### config.mk
export PLATFORM = sky130hd
export DESIGN_NAME = ctmr_pair
export DESIGN_NICKNAME = d
export VERILOG_FILES = /design/src/rtl/ctmr_pkg.sv /design/src/rtl/ctmr_sync.sv /design/src/rtl/ctmr_channel.sv /design/src/rtl/ctmr_pair.sv
export SDC_FILE = /design/constraint.sdc
export NUM_CORES = 1
export LEC_CHECK = 0
export BUFFER_PORTS_ARGS = -buffer_cell sky130_fd_sc_hd__clkbuf_2
export CAP_MARGIN = 25
export CORE_AREA = 2 2 66 93
export CTS_CLUSTER_SIZE = 30
export DETAILED_ROUTE_END_ITERATION = 10
export DIE_AREA = 0 0 68 95
export PLACE_DENSITY = 0.83
export SYNTH_ARGS = -nofsm -noshare
export SYNTH_HDL_FRONTEND = slang
export SYNTH_SLANG_ARGS = --single-unit
### constraint.sdc
create_clock -name clk -period 5.65 [get_ports clk]
set_input_delay 1.4125 -clock clk [delete_from_list [all_inputs] [get_ports clk]]
set_output_delay 1.4125 -clock clk [all_outputs]
set_load 0.005 [all_outputs]
### src/rtl/ctmr_pkg.sv
package ctmr_pkg;

    localparam int CTMR_NCH   = 2;
    localparam int CTMR_CNT_W = 16;

    typedef struct packed {
        logic cnt_mode;   // 1: count external pin edges, 0: half system clock
        logic xgate_en;   // external gate pin participates in the gate AND
        logic cont;       // reload at terminal count
    } chan_cfg_t;

    typedef struct packed {
        logic trig;
        logic gate;
        logic cnt;
    } pin_set_t;

    function automatic logic up_edge(input logic now_v, input logic prev_v);
        return now_v & ~prev_v;
    endfunction

endpackage

### src/rtl/ctmr_sync.sv
module ctmr_sync #(
    parameter int W = 3
) (
    input  logic         clk,
    input  logic         rst,
    input  logic [W-1:0] d_i,
    output logic [W-1:0] q_o
);
    for (genvar b = 0; b < W; b++) begin : g_bit
        logic [1:0] stage_q;
        always_ff @(posedge clk) begin
            if (rst) stage_q <= '0;
            else     stage_q <= {stage_q[0], d_i[b]};
        end
        assign q_o[b] = stage_q[1];
    end
endmodule

### src/rtl/ctmr_channel.sv
module ctmr_channel
    import ctmr_pkg::*;
#(
    parameter int CNT_W = CTMR_CNT_W
) (
    input  logic             clk,
    input  logic             rst,
    input  chan_cfg_t        cfg_i,
    input  pin_set_t         pins_i,      // already synchronised levels
    input  logic             sw_trig_i,
    input  logic             sw_gate_i,
    input  logic             sw_clr_i,
    input  logic [CNT_W-1:0] tconst_i,
    input  logic             link_trig_i, // one-cycle pulse
    input  logic             link_gate_i, // 1 when link does not hold
    output logic             out_o,
    output logic             done_o,
    output logic [CNT_W-1:0] count_o
);
    localparam logic [CNT_W-1:0] ONE = {{(CNT_W-1){1'b0}}, 1'b1};

    logic             half_q, cnt_prev_q, trig_prev_q;
    logic             pend_q, run_q, out_q, done_q;
    logic [CNT_W-1:0] count_q;
    logic             tick, trig_lvl, trig_hit, gate_open, term_hit;

    assign tick      = cfg_i.cnt_mode ? up_edge(pins_i.cnt, cnt_prev_q) : half_q;
    assign trig_lvl  = pins_i.trig | sw_trig_i | link_trig_i;
    assign trig_hit  = up_edge(trig_lvl, trig_prev_q);
    assign gate_open = sw_gate_i & (~cfg_i.xgate_en | pins_i.gate) & link_gate_i;
    assign term_hit  = tick & ~pend_q & run_q & gate_open & (count_q == ONE);

    always_ff @(posedge clk) begin
        if (rst) begin
            half_q      <= 1'b0;
            cnt_prev_q  <= 1'b0;
            trig_prev_q <= 1'b0;
            pend_q      <= 1'b0;
        end else begin
            half_q      <= ~half_q;
            cnt_prev_q  <= pins_i.cnt;
            trig_prev_q <= trig_lvl;
            pend_q      <= trig_hit | (pend_q & ~tick);
        end
    end

    always_ff @(posedge clk) begin
        if (rst) begin
            count_q <= '0;
            run_q   <= 1'b0;
            out_q   <= 1'b0;
        end else if (tick) begin
            out_q <= 1'b0;
            if (pend_q) begin
                count_q <= tconst_i;
                run_q   <= 1'b1;
            end else if (run_q && gate_open) begin
                if (count_q == ONE) begin
                    out_q <= 1'b1;
                    if (cfg_i.cont) begin
                        count_q <= tconst_i;
                    end else begin
                        count_q <= '0;
                        run_q   <= 1'b0;
                    end
                end else begin
                    count_q <= count_q - ONE;
                end
            end
        end
    end

    always_ff @(posedge clk) begin
        if (rst)           done_q <= 1'b0;
        else if (term_hit) done_q <= 1'b1;
        else if (sw_clr_i) done_q <= 1'b0;
    end

    assign out_o   = out_q;
    assign done_o  = done_q;
    assign count_o = count_q;

    // a pending trigger loads the reload value on the tick
    p_load_r2: assert property (@(posedge clk) disable iff (rst)
        (tick && pend_q) |=> (count_q == $past(tconst_i)));

    // closed gate freezes the count when no load is pending
    p_gate_hold_r6: assert property (@(posedge clk) disable iff (rst)
        (tick && !pend_q && !gate_open) |=> $stable(count_q));

    // one step down per accepted tick
    p_step_r4: assert property (@(posedge clk) disable iff (rst)
        (tick && !pend_q && run_q && gate_open && count_q != ONE)
        |=> (count_q == $past(count_q) - ONE));

    // a rising terminal pulse always comes with the completion flag
    p_flag_r7: assert property (@(posedge clk) disable iff (rst)
        $rose(out_q) |-> done_q);

    // one-shot terminal leaves the count at zero
    p_stop_r8: assert property (@(posedge clk) disable iff (rst)
        ($rose(out_q) && !$past(cfg_i.cont)) |-> (count_q == '0));
endmodule

### src/rtl/ctmr_pair.sv
module ctmr_pair
    import ctmr_pkg::*;
#(
    parameter int CNT_W = CTMR_CNT_W
) (
    input  logic                            clk,
    input  logic                            rst,
    input  logic [CTMR_NCH-1:0]             ext_trig_i,
    input  logic [CTMR_NCH-1:0]             ext_gate_i,
    input  logic [CTMR_NCH-1:0]             ext_cnt_i,
    input  logic [CTMR_NCH-1:0]             sw_trig_i,
    input  logic [CTMR_NCH-1:0]             sw_gate_i,
    input  logic [CTMR_NCH-1:0]             sw_done_clr_i,
    input  logic [CTMR_NCH-1:0]             cnt_mode_i,
    input  logic [CTMR_NCH-1:0]             xgate_en_i,
    input  logic [CTMR_NCH-1:0]             cont_i,
    input  logic                            link_trig_en_i,
    input  logic                            link_gate_en_i,
    input  logic [CTMR_NCH-1:0][CNT_W-1:0]  tconst_i,
    output logic [CTMR_NCH-1:0]             tc_out_o,
    output logic [CTMR_NCH-1:0]             done_o,
    output logic [CTMR_NCH-1:0][CNT_W-1:0]  count_o
);
    logic out0_prev_q;
    logic out0_fall;

    always_ff @(posedge clk) begin
        if (rst) out0_prev_q <= 1'b0;
        else     out0_prev_q <= tc_out_o[0];
    end
    assign out0_fall = out0_prev_q & ~tc_out_o[0];

    for (genvar c = 0; c < CTMR_NCH; c++) begin : g_ch
        pin_set_t  pins_s;
        chan_cfg_t cfg;
        logic      l_trig, l_gate;

        ctmr_sync #(.W(3)) i_sync (
            .clk (clk),
            .rst (rst),
            .d_i ({ext_trig_i[c], ext_gate_i[c], ext_cnt_i[c]}),
            .q_o (pins_s)
        );

        assign cfg = '{cnt_mode: cnt_mode_i[c], xgate_en: xgate_en_i[c], cont: cont_i[c]};

        if (c == 1) begin : g_linked
            assign l_trig = link_trig_en_i & out0_fall;
            assign l_gate = ~(link_gate_en_i & tc_out_o[0]);
        end else begin : g_free
            assign l_trig = 1'b0;
            assign l_gate = 1'b1;
        end

        ctmr_channel #(.CNT_W(CNT_W)) i_chan (
            .clk         (clk),
            .rst         (rst),
            .cfg_i       (cfg),
            .pins_i      (pins_s),
            .sw_trig_i   (sw_trig_i[c]),
            .sw_gate_i   (sw_gate_i[c]),
            .sw_clr_i    (sw_done_clr_i[c]),
            .tconst_i    (tconst_i[c]),
            .link_trig_i (l_trig),
            .link_gate_i (l_gate),
            .out_o       (tc_out_o[c]),
            .done_o      (done_o[c]),
            .count_o     (count_o[c])
        );
    end

    // with the trigger link off, channel 0's falling output cannot arm channel 1
    p_link_off_r10: assert property (@(posedge clk) disable iff (rst)
        (!link_trig_en_i) |-> !g_ch[1].l_trig);
endmodule

-- After elaboration in Yosys (flattened, before gate mapping)
Index checks and enable logic that the tools add are counted.
- register bits: 59
- input bits: 54
- output and inout bits: 36
- logic and storage cells: 110
- $add $sub $neg: 2
- equality and inequality tests: 4
- mux-type cells: 28
- bitwise gates (word level): 41
- reduce and logical (&&, ||, !) cells: 12
- operator list (cell ; number):
    16-bit two-way mux ; 8
    16-bit by 1-bit == test with 1-bit output, second input constant ; 2
    16-bit by 1-bit subtractor with 16-bit output, second input constant ; 2
    1-bit AND ; 20
    1-bit two-way mux ; 20
    1-bit inverter ; 14
    2-bit nonzero test ; 6
    4-bit AND reduction ; 2
    1-bit bitwise OR ; 7
    2-bit by 1-bit != test with 1-bit output, second input constant ; 2
    2-bit AND reduction ; 2
    1-bit logical AND ; 2

-- Logic depth before layout (Yosys ltp)
Gate-level depths: netlist of run 1.
- depth in word-level cells: 8
- mapped depth: 9
- mapped depth without buffers: 7

-- Hierarchy
Synthesis of run 1 repeated with hierarchy kept, for this count alone.
- cell total of the unflattened synthesis: 360
- area, all modules: 3072.9 sq um
- by module, submodules not included (module ; times used ; cells each ; area an instance (sq um) ; sequential area each (sq um)):
    ctmr_channel (g_ch[1].i_chan) ; 1 ; 165 ; 1337.5 ; 460.4
    ctmr_channel (g_ch[0].i_chan) ; 1 ; 159 ; 1328.8 ; 460.4
    ctmr_sync ; 2 ; 15 ; 180.2 ; 120.1
    ctmr_pair ; 1 ; 6 ; 46.3 ; 20.0

-- Least setup slack after synthesis of run 1
No wires, ideal clock.
- path type: input to register
- from: input port cont_i[0]
- to: register g_ch[0].i_chan.count_q[4]
- setup time: 0.074 ns
- arrival time: 2.760 ns
- data required time: 5.576 ns
- path slack: 2.816 ns
- stages: 7
- path buffers: 2
- path through: or4b_2 nor4_4 or2_1 buf_4 buf_6 nand3_1 a31oi_1
- cells in the longest elaborated chain, start to end: 4
- ends and longest elaborated chain (element ; RTL line ; RTL):
    from (decl) ; ctmr_pair.sv:16 ; input logic [CTMR_NCH-1:0] cont_i,
    16-bit two-way mux ; ctmr_channel.sv:60 ; if (cfg_i.cont) begin
    16-bit two-way mux ; ctmr_channel.sv:58 ; if (count_q == ONE) begin
    16-bit two-way mux ; ctmr_channel.sv:57 ; end else if (run_q && gate_open) begin
    16-bit two-way mux ; ctmr_channel.sv:54 ; if (pend_q) begin
    to (signal assigned) ; ctmr_channel.sv:55 ; count_q <= tconst_i;
    to (signal assigned) ; ctmr_channel.sv:61 ; count_q <= tconst_i;
    to (signal assigned) ; ctmr_channel.sv:67 ; count_q <= count_q - ONE;
    to (decl) ; ctmr_channel.sv:24 ; logic [CNT_W-1:0] count_q;
No other way between the ends. The select of a mux whose other input is x is not followed.
A chain may end at the register's enable or synchronous reset.

-- Final worst setup path of run 1
- from: input port cont_i[0]
- to: register g_ch[0].i_chan.count_q[0]
The elaborated chain is that of the path after synthesis.

==> flow_metrics.env, run 1 <==
export IMPL_design_die_area_sq_um=6460
export IMPL_critical_path_max_stage_delay_ps=620
export IMPL_grt_pass1_wl_um=12600
export IMPL_post_synthesis_sequential_area_ratio_pct=38.8
export IMPL_nNetsFinal=489
export IMPL_total_power_mw=1.11
export IMPL_max_clock_freq_mhz=336
export IMPL_dp_hpwl_um=5660
export IMPL_core_area_sq_um=5700
export IMPL_num_antenna_cells=0
export IMPL_cts_buffers=9
export IMPL_antenna_found_initial=0
export IMPL_maximum_number_of_pins_on_one_net_before_global_route_repair=51
export IMPL_grt_overflow_total=0
export IMPL_clock_tree_from_tritoncts="done"
export IMPL_timing_clock_skew_ps=8.99
export IMPL_final_cell_area_sq_um=3660
export IMPL_p_sw_share_pct=31.9
export IMPL_max_slew_worst_pin_slew_ps=787
export IMPL_slowest_stage="sky130_fd_sc_hd__or4b_2"
export IMPL_critical_path_n_buffers_inverters=1
export IMPL_final_setup_tns_ps=0
export IMPL_drive_gt1_share_pct=29.8
export IMPL_timing_worst_setup_path_type="in2reg"
export IMPL_clkSlewWorstSetupHoldPaths_ps=70
export IMPL_synth_cell_type_count=60
export IMPL_combPwrFrac_pct=23.8
export IMPL_grt_pass1_vias=2788
export IMPL_combinational_family_with_the_most_area_after_synthesis="compound AO/OA/AOI/OAI gates"
export IMPL_cp_start_kind="primary input"
export IMPL_crit_arrival_ps=3230
export IMPL_reported_leakage_power_nw=1.56
export IMPL_grt_util_all_layers_pct=25.9
export IMPL_seq_power_share_pct=41.3
export IMPL_async_flop_share_pct=0
export IMPL_compound_gate_portion_of_the_synthesized_area_pct=25.0
export IMPL_ctsLongestPathBuffers=2
export IMPL_crit_path_cell_trace="clkbuf_2 -> or4b_2 -> nor4_4 -> or2_1 -> a221oi_1 -> a211oi_1"
export IMPL_io_buffers=89
export IMPL_worst_skew_pair_late_latency_ps=350
export IMPL_drt_first_pass_iters=5
export IMPL_syn_num_nets=407
export IMPL_hold_worst_slack_ps=418
export IMPL_gp_congestion=0.894
export IMPL_period_minus_slack_ps=2980
export IMPL_overall_die_width_um=68
export IMPL_cp_max_fo=14
export IMPL_synth_seq_cells=59
export IMPL_synth_area_mux_share_pct=0
export IMPL_syn_avg_cell_area_sq_um=8.72
export IMPL_drtAntennaViolNets=0
export IMPL_crit_required_ps=5900
export IMPL_postSynth_topFlopCell="sky130_fd_sc_hd__dfxtp_1"
export IMPL_cell_internal_pwr_mw=0.757
export IMPL_cap_violations=0
export IMPL_tritoncts_num_sinks=59
export IMPL_fin_util_pct=64.3
export IMPL_ctsResizeCount=0
export IMPL_cts_hold_buf=0
export IMPL_status="finished, final reports clean"
export IMPL_vdd_ir_drop_worst_mv=0.194
export IMPL_vias_per_cell=6.03
export IMPL_io_pins=90
export IMPL_slew_headroom_pct=47.4
export IMPL_post_cts_buffers=0
export IMPL_vias=3050
export IMPL_num_rows=33
export IMPL_dpl_instance_area_sq_um=3460
export IMPL_synth_cells=349
export IMPL_flow_area_growth_from_synthesis_pct=20.5
export IMPL_total_switching_power_mw=0.355
export IMPL_power_density_nw_per_um2=303
export IMPL_route_final_wire_length_um=8070
export IMPL_holdCritPathClass="reg2reg"
export IMPL_period_share_pct=52.7
export IMPL_pwr_share_clk_pct=35.0
export IMPL_cts_root_buffer="sky130_fd_sc_hd__clkbuf_8"
export IMPL_report_final_hold_viol_count=0
export IMPL_yosysWarnings=0
export IMPL_routedWlPerCell_um=15.9
export IMPL_synth_area_sq_um=3040
export IMPL_setup_worst_path_end_class="flip-flop"
export IMPL_setup_viol=0
export IMPL_cts_htree_levels=3
export IMPL_slew_violations=0
export IMPL_synth_edff_count=0
export IMPL_nFillCells=519
export IMPL_die_height_um=95
export IMPL_synthXorXnorAreaFrac_pct=2.30
export IMPL_drc=0
export IMPL_post_synth_fa_ha_maj_area_fraction_pct=1.65
export IMPL_drt_first_iter_violations=256
export IMPL_grt_setup_unrepaired="false"
export IMPL_synthSimpleGateAreaFrac_pct=24.5
export IMPL_family_of_cells_with_the_greatest_summed_delay_on_the_critical_path="simple AND/OR/NAND/NOR gates"
export IMPL_start_util_pct=53.4
-- cell usage in the layout, fill, tap and decap left out, types with 2 or more instances in the layout --
cell	netlist	routed
sky130_fd_sc_hd__clkbuf_2	0	89
sky130_fd_sc_hd__dfxtp_1	59	59
sky130_fd_sc_hd__inv_1	26	26
sky130_fd_sc_hd__nor2_1	25	25
sky130_fd_sc_hd__a21oi_1	22	22
sky130_fd_sc_hd__o21ai_0	19	19
sky130_fd_sc_hd__nand2_1	16	16
sky130_fd_sc_hd__nor2b_1	16	16
sky130_fd_sc_hd__o32ai_1	13	13
sky130_fd_sc_hd__nand3_1	12	12
sky130_fd_sc_hd__nor3_1	10	10
sky130_fd_sc_hd__a221oi_1	10	10
sky130_fd_sc_hd__clkbuf_8	0	9
sky130_fd_sc_hd__a32oi_1	8	8
sky130_fd_sc_hd__a22oi_1	7	7
sky130_fd_sc_hd__o21a_1	5	5
sky130_fd_sc_hd__xnor2_1	5	5
sky130_fd_sc_hd__nor4_1	4	4
sky130_fd_sc_hd__nand4b_1	4	4
sky130_fd_sc_hd__o22ai_1	4	4
sky130_fd_sc_hd__ha_1	4	4
sky130_fd_sc_hd__nand3b_1	3	3
sky130_fd_sc_hd__xor2_1	3	3
sky130_fd_sc_hd__a2bb2oi_1	3	3
sky130_fd_sc_hd__a211oi_1	3	3
sky130_fd_sc_hd__or4_1	3	3
sky130_fd_sc_hd__nand4_1	3	3
sky130_fd_sc_hd__nand2b_1	3	3
sky130_fd_sc_hd__buf_4	6	3
sky130_fd_sc_hd__or4_4	2	2
sky130_fd_sc_hd__nor4_4	2	2
sky130_fd_sc_hd__or3b_2	2	2
sky130_fd_sc_hd__or2_2	2	2
sky130_fd_sc_hd__o31a_1	2	2
sky130_fd_sc_hd__a31oi_1	2	2
sky130_fd_sc_hd__a221oi_2	2	2
sky130_fd_sc_hd__nor3b_1	2	2
sky130_fd_sc_hd__clkinv_4	0	2
sky130_fd_sc_hd__clkinvlp_4	0	2
-- kinds of logic after synthesis --
logic type	Yosys count
compound gates	107
fa+ha+maj	4
flops	59
simple gates	123
xor+xnor	8
buf+inv	48
-- worst paths after layout --
path | from | endpoint | slack, ps | cells after the start
max | cont_i[0] | g_ch[0].i_chan.count_o[0] | 2670 | 6
min | g_ch[1].i_chan.half_q | g_ch[1].i_chan.half_q | 420 | 1
max reg2reg | g_ch[0].i_chan.count_o[1] | g_ch[0].i_chan.count_o[0] | 3270 | 7
min reg2reg | g_ch[1].i_chan.half_q | g_ch[1].i_chan.half_q | 420 | 1
-- cell type report --
type,count,area (sq um),area share (%)
clock inverters,7,76.3,2.08
inverters,26,97.6,2.66
clock buffers,9,124,3.38
well taps,70,87.6,2.39
flip-flops and latches,59,1180,32.2
repair buffers,93,473,12.9
multi-input cells,242,1630,44.3
-- power groups by stage --
stage	logic (mW)	clock network (mW)	registers (mW)
after floorplan	0.198	0	0.461
after global placement	0.253	0	0.467
after detailed placement	0.259	0	0.468
after CTS	0.261	0.395	0.458
after global routing	0.290	0.415	0.462
final	0.264	0.389	0.459
-- per-stage QoR --
step,setup WS [ps],std cells
CTS,2660,506
global placement,2390,489
detailed placement,2340,490
floorplan,2820,349
global route,2580,506
finish,2670,506
-- routing by layer --
layer	GRT usage (%)	vias up	routed length [um]
met3	5.48	16	517
li1	-	1465	-
met5	0	-	0
met4	12.3	0	177
met1	28.4	1438	3110
met2	45.8	131	4260
-- registers in the layout (all words and copies together), names as in the netlist --
signal,count
g_ch.i_chan.count_o,32
g_ch.i_sync.g_bit.stage_q,12
g_ch.i_chan.cnt_prev_q,2
g_ch.i_chan.done_o,2
g_ch.i_chan.half_q,2
g_ch.i_chan.out_o,2
g_ch.i_chan.pend_q,2
g_ch.i_chan.run_q,2
g_ch.i_chan.trig_prev_q,2
out0_prev_q,1
-- worst reg2reg max path: cells and delay by family, from the launching register on --
family                   cells  cell delay [ps]
AND/OR/NAND/NOR              3             1270
AO/OA/AOI/OAI                2              400
flip-flops                   1              350
adder cells (fa/ha/maj)      1              150
buffers and inverters        1              110
-- cells in the mapped netlist, types with 7 or more instances --
cell type,number,area (sq um)
sky130_fd_sc_hd__dfxtp_1,59,1180
sky130_fd_sc_hd__nand2_1,16,60.1
sky130_fd_sc_hd__a22oi_1,7,52.6
sky130_fd_sc_hd__a32oi_1,8,70.1
sky130_fd_sc_hd__o32ai_1,13,114
sky130_fd_sc_hd__inv_1,26,97.6
sky130_fd_sc_hd__nor2b_1,16,100
sky130_fd_sc_hd__clkbuf_1,8,30.0
sky130_fd_sc_hd__a21oi_1,22,110
sky130_fd_sc_hd__nor2_1,25,93.8
sky130_fd_sc_hd__nand3_1,12,60.1
sky130_fd_sc_hd__o21ai_0,19,95.1
sky130_fd_sc_hd__a221oi_1,10,87.6
sky130_fd_sc_hd__nor3_1,10,50.1
No activity file was read; power rests on OpenSTA's default activity.
==> run 2, diff against run 1 <==
- ABC_AREA: unset -> 1
- CORE_AREA: 2 2 66 93 -> 2 2 75 105
- DIE_AREA: 0 0 68 95 -> 0 0 77 107
- PLACE_DENSITY: 0.83 -> 0.75
- clock period: 5.65 -> 2.6 ns (I/O delays scaled with it)
==> run 2 against run 1 <==
Count of clock-buffer cells in the layout grew 2. Setup slack lost 1700 ps. Utilization down 8.6 points. Critical path depth is 4 higher. Die area is 28% higher. Via count up 15%. Register-to-register slack got worse by 2300 ps. Wire length is 6.8% higher. Synthesized cell count increased by 49%. Final area up 11%. First-iteration DRC count decreased by 42%. Hold slack worse by 19 ps. Critical endpoint is now g_ch[0].i_chan.count_o[1]. Highest routed layer unchanged.
==> flow_metrics.env, run 2 <==
export IMPL_status="finished, final reports clean"
export IMPL_report_final_hold_viol_count=0
export IMPL_start_util_pct=46.4
export IMPL_yosysWarnings=0
export IMPL_hold_start="g_ch[0].i_sync.g_bit[0].stage_q[0]"
export IMPL_setup_viol=0
export IMPL_timing_rr_start="g_ch[0].i_sync.g_bit[0].stage_q[1]"
export IMPL_cts_root_buffer="sky130_fd_sc_hd__clkbuf_8"
export IMPL_nNetsFinal=663
export IMPL_synth_cells=520
export IMPL_cts_buffers=9
export IMPL_clock_tree_from_tritoncts="done"
export IMPL_max_slew_worst_pin_slew_ps=686
export IMPL_crit_path_cell_trace="clkbuf_2 -> nand2_1 -> a21oi_1 -> inv_1 -> nand2_1 -> nand2_2 -> inv_2 -> o21ai_0 -> a21oi_1 -> nor2_1"
export IMPL_timing_worst_setup_path_type="in2reg"
export IMPL_vias_per_cell=4.98
export IMPL_dp_hpwl_um=6440
export IMPL_syn_num_nets=578
export IMPL_dpl_instance_area_sq_um=3850
export IMPL_slowest_stage="sky130_fd_sc_hd__inv_2"
export IMPL_grt_setup_unrepaired="false"
export IMPL_vdd_ir_drop_worst_mv=0.366
export IMPL_yosysMostFrequentCell="sky130_fd_sc_hd__nand2_1"
export IMPL_num_antenna_cells=0
export IMPL_power_density_nw_per_um2=640
export IMPL_syn_avg_cell_area_sq_um=6.53
export IMPL_worst_setup_path_startpoint="sw_gate_i[0]"
export IMPL_synth_commonest_cells="120 x sky130_fd_sc_hd__nand2_1, 78 x sky130_fd_sc_hd__nor2_1, 68 x sky130_fd_sc_hd__inv_1"
export IMPL_num_rows=37
export IMPL_synth_largest_area_cell="sky130_fd_sc_hd__dfxtp_1"
export IMPL_nFillCells=771
export IMPL_flow_area_growth_from_synthesis_pct=20.0
export IMPL_timing_clock_skew_ps=6.76
export IMPL_seq_power_share_pct=38.4
export IMPL_fin_ws_ps=930
export IMPL_combPwrFrac_pct=25.1
export IMPL_grt_util_all_layers_pct=22.0
export IMPL_grt_pass1_wl_um=14800
export IMPL_family_of_cells_with_the_greatest_summed_delay_on_the_critical_path="compound AO/OA/AOI/OAI gates"
export IMPL_final_cell_mix="120 x sky130_fd_sc_hd__nand2_1, 89 x sky130_fd_sc_hd__clkbuf_2, 78 x sky130_fd_sc_hd__nor2_1"
export IMPL_post_synthesis_sequential_area_ratio_pct=34.8
export IMPL_design_die_area_sq_um=8240
export IMPL_drt_first_pass_iters=4
export IMPL_pwr_share_clk_pct=36.6
export IMPL_ctsResizeCount=0
export IMPL_total_power_mw=2.61
export IMPL_synth_cell_type_count=32
export IMPL_holdCritPathClass="reg2reg"
export IMPL_cap_violations=0
export IMPL_synth_top_cells_by_area="sky130_fd_sc_hd__dfxtp_1 35%, sky130_fd_sc_hd__nand2_1 13%, sky130_fd_sc_hd__nor2_1 8.6%"
export IMPL_setup_worst_path_end_class="flip-flop"
export IMPL_async_flop_share_pct=0
export IMPL_cp_max_fo=25
export IMPL_ctsLongestPathBuffers=2
export IMPL_drive_gt1_share_pct=23.8
export IMPL_post_cts_buffers=0
export IMPL_routedWlPerCell_um=12.2
export IMPL_slew_violations=0
export IMPL_worst_skew_pair_late_latency_ps=340
export IMPL_final_cell_area_sq_um=4070
export IMPL_dp_worst_setup_slack_ps=582
export IMPL_synth_top_area_share_pct=34.8
export IMPL_io_pins=90
export IMPL_period_share_pct=64.2
export IMPL_p_sw_share_pct=31.6
export IMPL_grt_overflow_total=0
export IMPL_period_minus_slack_ps=1670
export IMPL_die_height_um=107
export IMPL_max_clock_freq_mhz=599
export IMPL_drc=0
export IMPL_cts_htree_levels=3
export IMPL_cp_start_kind="primary input"
export IMPL_final_setup_tns_ps=0
export IMPL_grt_pass1_vias=3412
export IMPL_layout_commonest_cell="sky130_fd_sc_hd__nand2_1"
export IMPL_maximum_number_of_pins_on_one_net_before_global_route_repair=38
export IMPL_vias=3514
export IMPL_largest_register_ffs=32
export IMPL_synth_seq_cells=59
export IMPL_critical_path_max_stage_delay_ps=340
export IMPL_critical_path_n_buffers_inverters=3
export IMPL_antenna_found_initial=0
export IMPL_overall_die_width_um=77
export IMPL_drt_first_iter_violations=149
export IMPL_clkSlewWorstSetupHoldPaths_ps=70
export IMPL_crit_required_ps=2820
export IMPL_crit_arrival_ps=1900
export IMPL_cts_hold_buf=0
export IMPL_reported_leakage_power_nw=2.14
export IMPL_cell_internal_pwr_mw=1.78
export IMPL_gp_congestion=0.953
export IMPL_synth_edff_count=0
export IMPL_synth_area_sq_um=3400
export IMPL_slew_headroom_pct=54.2
export IMPL_route_final_wire_length_um=8610
export IMPL_tritoncts_num_sinks=59
export IMPL_postSynth_topFlopCell="sky130_fd_sc_hd__dfxtp_1"
export IMPL_drtAntennaViolNets=0
export IMPL_total_switching_power_mw=0.825
export IMPL_io_buffers=89
export IMPL_core_area_sq_um=7310
==> run 2: cell count changes after synthesis, sizes merged, moves of 7 or more <==
cell / delta
a21oi: +23
a221oi: -12
a22oi: -7
a32oi: -8
inv: +45
nand2: +118
nand3: +32
nor2: +61
nor2b: -16
nor3: -8
nor4: -7
o21ai: +14
o32ai: -12
==> run 2: metal layers <==
layer	GRT usage, %	up-vias	wire [um]
li1	-	1803	-
met5	0	-	0
met1	23.5	1606	3580
met2	41.2	90	4470
met4	9.06	0	176
met3	4.97	15	385
==> run 2: area by class of cell <==
| type | count | area (sq um) | area share (%) |
|---|---|---|---|
| timing repair buffer | 91 | 460 | 11.3 |
| clock inverter | 4 | 73.8 | 1.81 |
| tap | 97 | 121 | 2.98 |
| sequential | 59 | 1180 | 29.0 |
| clock buffer | 11 | 151 | 3.72 |
| inverter | 71 | 267 | 6.54 |
| multi-input combinational | 373 | 1820 | 44.7 |
==> run 2: logic make-up (layout without fill, tap and decap cells) <==
logic type	count (synthesis)	in the layout	synth area share [%]
buffers and inverters	88	177	11.6
xor gates and xnor gates	12	12	3.10
and+or+nand+nor	273	273	35.5
DFF	59	59	34.8
adders and majority gates	4	4	1.47
AOI/OAI and AO/OA	84	84	13.5
==> run 2: worst paths after layout <==
kind	to	slack [ps]	cells after the start
worst max-delay path	g_ch[0].i_chan.count_o[1]	930	10
worst min-delay path	g_ch[0].i_sync.g_bit[0].stage_q[1]	400	2
worst max register to register	g_ch[0].i_chan.count_o[1]	950	9
worst min register to register	g_ch[0].i_sync.g_bit[0].stage_q[1]	400	2
==> run 2: worst register-to-register path, cell delays in order, from the launching register on <==
cell                      delay [ps]
sky130_fd_sc_hd__dfxtp_1         310
sky130_fd_sc_hd__inv_1            40
sky130_fd_sc_hd__nor2_1           90
sky130_fd_sc_hd__nand2_1          70
sky130_fd_sc_hd__o21ai_2         120
sky130_fd_sc_hd__nand2_2         190
sky130_fd_sc_hd__inv_2           340
sky130_fd_sc_hd__o21ai_0         170
sky130_fd_sc_hd__a21oi_1         160
sky130_fd_sc_hd__nor2_1           50
==> run 2: power groups by stage <==
stage                     Clock (mW)  Combinational, mW  Sequential (mW)
final                          0.953              0.653             1.00
after floorplan                    0              0.493             1.01
after global routing            1.01              0.751             1.01
after global placement             0              0.637             1.02
after detailed placement           0              0.650             1.02
after CTS                      0.987              0.655            0.999
==> run 2: per-stage QoR <==
step	utilization [%]	cells	hold slack, ps
2_1_floorplan	-	520	388
3_3_place_gp	52.6	691	390
3_5_place_dp	52.6	691	398
4_1_cts	55.7	706	405
5_1_grt	55.7	706	419
6_report	55.7	706	399
